### config.mk
export PLATFORM = sky130hd
export DESIGN_NAME = sarSerialCore
export DESIGN_NICKNAME = d
export VERILOG_FILES = /design/src/rtl/sarPkg.sv /design/src/rtl/sarCtl.sv /design/src/rtl/sarDp.sv /design/src/rtl/sarSerialCore.sv
export SDC_FILE = /design/constraint.sdc
export NUM_CORES = 1
export LEC_CHECK = 0
export ABC_AREA = 0
export BUFFER_PORTS_ARGS = -buffer_cell sky130_fd_sc_hd__buf_2
export CAP_MARGIN = 20
export CORE_ASPECT_RATIO = 1.75
export CORE_MARGIN = 2
export CORE_UTILIZATION = 35
export CTS_CLUSTER_SIZE = 24
export DETAILED_ROUTE_END_ITERATION = 8
export HOLD_SLACK_MARGIN = 0.1
export SLEW_MARGIN = 10
export SYNTH_ARGS = -nofsm -noshare
export SYNTH_HDL_FRONTEND = slang
export SYNTH_SLANG_ARGS = --single-unit
### constraint.sdc
create_clock -name clk -period 3.1 [get_ports clk]
set_clock_uncertainty 0.1 [all_clocks]
set_input_delay 0.31 -clock clk [delete_from_list [all_inputs] [get_ports clk]]
set_output_delay 0.31 -clock clk [all_outputs]
set_load 0.01 [all_outputs]
### src/rtl/sarPkg.sv
package sarPkg;

  typedef enum logic [2:0] {
    ST_IDLE,
    ST_SGL,
    ST_ODD,
    ST_SETTLE,
    ST_CONV,
    ST_REPLAY
  } ctlState_t;

  typedef struct packed {
    logic clrSar;
    logic decide;
    logic load;
    logic shift;
  } dpStrobe_t;

endpackage

### src/rtl/sarCtl.sv
module sarCtl
  import sarPkg::*;
#(
  parameter int DATA_W = 8,
  localparam int IDX_W = $clog2(DATA_W)
) (
  input  logic             clk,
  input  logic             csN,
  input  logic             din,
  output dpStrobe_t        strb,
  output logic [IDX_W-1:0] bitIdx,
  output logic             muxSgl,
  output logic             muxOdd,
  output logic             doutEn,
  output logic             eocStrobe
);

  ctlState_t state;
  logic      lastStep;

  assign lastStep = (state == ST_CONV) && (bitIdx == '0);

  always_ff @(posedge clk or posedge csN) begin
    if (csN) begin
      state     <= ST_IDLE;
      bitIdx    <= '0;
      muxSgl    <= 1'b0;
      muxOdd    <= 1'b0;
      eocStrobe <= 1'b0;
    end else begin
      eocStrobe <= lastStep;
      case (state)
        ST_IDLE:   if (din) state <= ST_SGL;
        ST_SGL:    begin muxSgl <= din; state <= ST_ODD; end
        ST_ODD:    begin muxOdd <= din; state <= ST_SETTLE; end
        ST_SETTLE: begin
          bitIdx <= IDX_W'(DATA_W - 1);
          state  <= ST_CONV;
        end
        ST_CONV: begin
          if (bitIdx == '0) state <= ST_REPLAY;
          else              bitIdx <= bitIdx - 1'b1;
        end
        ST_REPLAY: state <= ST_REPLAY;
        default:   state <= ST_IDLE;
      endcase
    end
  end

  always_comb begin
    strb        = '0;
    strb.clrSar = (state == ST_SETTLE);
    strb.decide = (state == ST_CONV);
    strb.load   = lastStep;
    strb.shift  = (state == ST_REPLAY);
  end

  assign doutEn = (state == ST_SETTLE) || (state == ST_CONV) || (state == ST_REPLAY);


  idle_hold_chk: assert property (@(posedge clk) disable iff (csN)
    (state == ST_IDLE && !din) |=> (state == ST_IDLE));


  eoc_single_chk: assert property (@(posedge clk) disable iff (csN)
    eocStrobe |=> !eocStrobe);


  strobe_excl_chk: assert property (@(posedge clk) disable iff (csN)
    $onehot0({strb.clrSar, strb.decide, strb.shift}));


  mux_hold_chk: assert property (@(posedge clk) disable iff (csN)
    (state == ST_CONV || state == ST_REPLAY) |=> ($stable(muxSgl) && $stable(muxOdd)));

endmodule

### src/rtl/sarDp.sv
module sarDp
  import sarPkg::*;
#(
  parameter int DATA_W = 8,
  localparam int IDX_W = $clog2(DATA_W)
) (
  input  logic              clk,
  input  logic              csN,
  input  dpStrobe_t         strb,
  input  logic [IDX_W-1:0]  bitIdx,
  input  logic              cmpHi,
  output logic [DATA_W-1:0] trialCode,
  output logic [DATA_W-1:0] resultCode,
  output logic              doutBit
);

  logic [DATA_W-1:0] sar;
  logic [DATA_W:0]   shreg;
  logic              liveBit;
  logic [DATA_W-1:0] stepMask;

  assign stepMask = {{(DATA_W-1){1'b0}}, 1'b1} << bitIdx;

  always_ff @(posedge clk or posedge csN) begin
    if (csN) begin
      sar     <= '0;
      shreg   <= '0;
      liveBit <= 1'b0;
    end else begin
      if (strb.clrSar) begin
        sar     <= '0;
        liveBit <= 1'b0;
      end
      if (strb.decide) begin
        sar[bitIdx] <= cmpHi;
        liveBit     <= cmpHi;
      end
      if (strb.load)  shreg <= {1'b0, sar[DATA_W-1:1], cmpHi};
      if (strb.shift) shreg <= shreg >> 1;
    end
  end

  assign trialCode  = strb.decide ? (sar | stepMask) : '0;
  assign resultCode = sar;
  assign doutBit    = strb.shift ? shreg[0] : liveBit;


  live_bit_chk: assert property (@(posedge clk) disable iff (csN)
    strb.decide |=> (liveBit == $past(cmpHi)));


  replay_shift_chk: assert property (@(posedge clk) disable iff (csN)
    strb.shift |=> (shreg == ($past(shreg) >> 1)));


  result_hold_chk: assert property (@(posedge clk) disable iff (csN)
    strb.shift |=> $stable(sar));

endmodule

### src/rtl/sarSerialCore.sv
module sarSerialCore
  import sarPkg::*;
#(
  parameter int DATA_W = 8
) (
  input  logic              clk,
  input  logic              csN,
  input  logic              din,
  input  logic              cmpHi,
  output logic              muxSgl,
  output logic              muxOdd,
  output logic [DATA_W-1:0] trialCode,
  output logic              dout,
  output logic              doutEn,
  output logic [DATA_W-1:0] resultCode,
  output logic              eocStrobe
);

  localparam int IDX_W = $clog2(DATA_W);

  dpStrobe_t        strb;
  logic [IDX_W-1:0] bitIdx;
  logic             doutBit;

  sarCtl #(.DATA_W(DATA_W)) uCtl (
    .clk       (clk),
    .csN       (csN),
    .din       (din),
    .strb      (strb),
    .bitIdx    (bitIdx),
    .muxSgl    (muxSgl),
    .muxOdd    (muxOdd),
    .doutEn    (doutEn),
    .eocStrobe (eocStrobe)
  );

  sarDp #(.DATA_W(DATA_W)) uDp (
    .clk        (clk),
    .csN        (csN),
    .strb       (strb),
    .bitIdx     (bitIdx),
    .cmpHi      (cmpHi),
    .trialCode  (trialCode),
    .resultCode (resultCode),
    .doutBit    (doutBit)
  );

  assign dout = doutEn & doutBit;

endmodule

==> impl_metrics.env <==
export IMPL_routed_wl_um=3250
export IMPL_hpwl_um=2470
export IMPL_worst_slack_ps=714
export IMPL_drt_iter0_markers=29
export IMPL_port_buffers=24
export IMPL_drive_above_1_share_pct=28.4
export IMPL_fin_setup_tns_ps=0
export IMPL_slew_viol_final=0
export IMPL_hold_viol_final=0
export IMPL_fin_crit_ps=2390
export IMPL_syn_to_final_growth_pct=14.4
export IMPL_root_buffer="clkbuf_8"
export IMPL_cp_slowest_cell="dfrtp_1"
export IMPL_drcViolationCount=0
export IMPL_die_area_um2=4630
export IMPL_crit_chain="inv_1 > ha_1 > nand2b_1 > nor3_1 > a21o_1 > buf_2"
export IMPL_n_antenna_cell=0
export IMPL_start_util_pct=36.6
export IMPL_ys_flop_type="dfrtp_1"
export IMPL_yosys_warnings=0
export IMPL_synthDistinctLibCells=35
export IMPL_die_y_um=88.5
export IMPL_ant_nets=0
export IMPL_synth_nets=150
export IMPL_fillers=406
export IMPL_critPathArrivalTime_ps=1980
export IMPL_crit_type="reg -> out"
export IMPL_cap_violations=0
export IMPL_crit_fanout=13
export IMPL_stdcell_count=210
export IMPL_tritoncts="done"
export IMPL_ir_drop_v=0.000421
export IMPL_clk_latency_ps=270
export IMPL_rows=30
export IMPL_syn_area_um2=1430
export IMPL_syn_avg_cell_area_um2=10.1
export IMPL_timing_hold_worst_class="in -> reg"
export IMPL_clock_path_buffers=2
export IMPL_cts_buffers=3
export IMPL_cp_start_kind="flip-flop"
export IMPL_first_global_vias=1162
export IMPL_endpoint_kind="primary output"
export IMPL_synth_seq_area_share_pct=45.6
export IMPL_dp_cells=204
export IMPL_power_leakage_nw=0.777
export IMPL_cp_data_required_time_ps=2690
export IMPL_antenna_found_initial=0
export IMPL_num_vias=1135
export IMPL_nets=172
export IMPL_critPathMaxStageDelay_ps=650
export IMPL_synth_cells=141
export IMPL_grt_usage_pct=15.9
export IMPL_grt_max_degree=27
export IMPL_routed_via_density=5.40
export IMPL_finalSetupViolCount=0
export IMPL_place_congestion=0.851
export IMPL_slew_headroom_pct=58.3
export IMPL_status="complete, no violations"
export IMPL_async_flop_share_pct=100
export IMPL_synth_edf_count=0
export IMPL_post_drt_wl_per_cell_um=15.5
export IMPL_period_share_pct=77.0
export IMPL_path_clk_slew_ps=90
export IMPL_power_per_cell_area_nw_per_um2=879
export IMPL_die_w_um=52.3
export IMPL_ctsHtreeMaxLevel=1
export IMPL_rsz0062_at_grt="no"
export IMPL_firstDrtPassIters=4
export IMPL_clock_sinks=26
export IMPL_ios=25
export IMPL_pre_cts_ws_ps=1030
export IMPL_clock_fmax_mhz=419
export IMPL_core_area_um2=3900
export IMPL_worst_slew_pin_slew_ps=625
export IMPL_grt_ovfl_total=0
export IMPL_ys_ff_latch=26
export IMPL_grt_pass1_wl_um=5590
## flip-flops by register name (all words and copies together) (netlist names)
signal / cells
uDp.liveBit: 1
uCtl.muxOdd: 1
uDp.resultCode: 8
uDp.shreg: 8
uCtl.eocStrobe: 1
uCtl.bitIdx: 3
uCtl.muxSgl: 1
uCtl.state: 3
## per-stage QoR
stage	hold WS [ps]	instance area [µm²]	util (%)	total power, mW
2_1_floorplan	250	1430	-	1.07
3_3_place_gp	387	1550	39.8	1.21
3_5_place_dp	394	1550	39.8	1.22
4_1_cts	193	1610	41.2	1.45
5_1_grt	196	1630	41.8	1.55
6_report	205	1630	41.8	1.44
## kinds of logic (layout without fill, tap and decap cells)
family / count (synthesis) / in the layout / synth area share (%)
adders and majority gates: 5 / 5 / 4.38
buffers and inverters: 17 / 38 / 6.22
and+or+nand+nor: 55 / 55 / 20.5
xor gates and xnor gates: 1 / 1 / 0.614
DFF: 26 / 26 / 45.6
muxes: 10 / 10 / 7.19
AOI/OAI and AO/OA: 27 / 27 / 15.5
## cells in the mapped netlist (2+ instances only)
library cell | count | area (µm²)
nor4_2 | 3 | 37.5
nand2_1 | 17 | 63.8
buf_6 | 3 | 33.8
clkbuf_1 | 5 | 18.8
nand4_1 | 3 | 18.8
a21oi_1 | 8 | 40.0
dfrtp_1 | 26 | 651
o21ai_0 | 3 | 15.0
a31oi_1 | 2 | 12.5
buf_2 | 2 | 10.0
nor2_1 | 16 | 60.1
nand3b_1 | 2 | 15.0
nand3_1 | 3 | 15.0
mux2i_1 | 8 | 80.1
ha_1 | 5 | 62.6
nand2b_1 | 3 | 18.8
nor3_1 | 2 | 10.0
o221a_2 | 7 | 78.8
mux2_2 | 2 | 22.5
inv_1 | 6 | 22.5
## placed cells by master, fill, tap and decap left out
master,instances
and3_1,1
nor4bb_1,1
dfrtp_1,26
o221a_2,7
dlygate4sd3_1,1
clkinv_1,1
mux2i_1,8
a311oi_1,1
o311ai_1,1
nor3b_2,1
o41ai_1,1
nand3_1,3
nor3_1,2
a21oi_1,8
o311ai_2,1
o41ai_2,1
a21oi_2,1
inv_1,6
clkbuf_8,4
nand3b_1,2
nand2b_1,3
buf_4,1
buf_8,1
nor4_2,3
ha_1,5
a31oi_1,2
and3b_1,1
nand4_1,3
or3b_1,1
nand2_1,17
o21ai_0,3
mux2_2,2
nor3b_1,1
buf_2,24
a21o_1,1
nor2_1,16
xnor2_1,1
## cell type report
type / count / area, µm² / share of cell area, %
tap: 48 / 60.1 / 3.68
clock buffer: 4 / 55.1 / 3.37
sequential: 26 / 651 / 39.8
multi-input combinational: 98 / 688 / 42.1
inverter: 7 / 26.3 / 1.61
timing repair buffer: 27 / 153 / 9.35
## worst max-delay path: cells and delay by family (launching register included)
family / cells / cell delay (ps)
adder cells (fa/ha/maj): 1 / 280
buffers and inverters: 2 / 330
flip-flops: 1 / 650
AND/OR/NAND/NOR: 2 / 260
AO/OA/AOI/OAI: 1 / 180
## layer usage
metal	vias to the layer above	share of wire, %	track usage, %
met5	-	0	0
met4	0	0.83	5.59
met3	2	4.2	2.03
met2	31	57	28.9
met1	560	38	18.7
li1	542	-	-
## where the power goes
group	switching (mW)	internal, mW	total [mW]
sequential	0.185	0.470	0.655
combinational	0.306	0.256	0.562
clock	0.105	0.114	0.219
total	0.595	0.840	1.44
## repair_timing
action / in CTS / in global routing
buffers inserted: 0 / 0
hold endpoints to repair: 0 / 11
resized for setup: 0 / 0
hold buffers: 0 / 1
## final timing paths
kind	slack [ps]	cells past startpoint	startpoint	endpoint
setup / recovery	710	6	uCtl.bitIdx[0]	trialCode[0]
setup reg to reg	1060	3	uCtl.state[0]	uDp.resultCode[7]
min in group asynchronous	500	3	csN	uCtl.muxSgl
hold / removal	210	2	din	uCtl.muxSgl
max in group asynchronous	1930	4	csN	uDp.resultCode[1]
hold reg to reg	410	2	uDp.liveBit	uDp.liveBit
(Power assumes the default switching activity.)
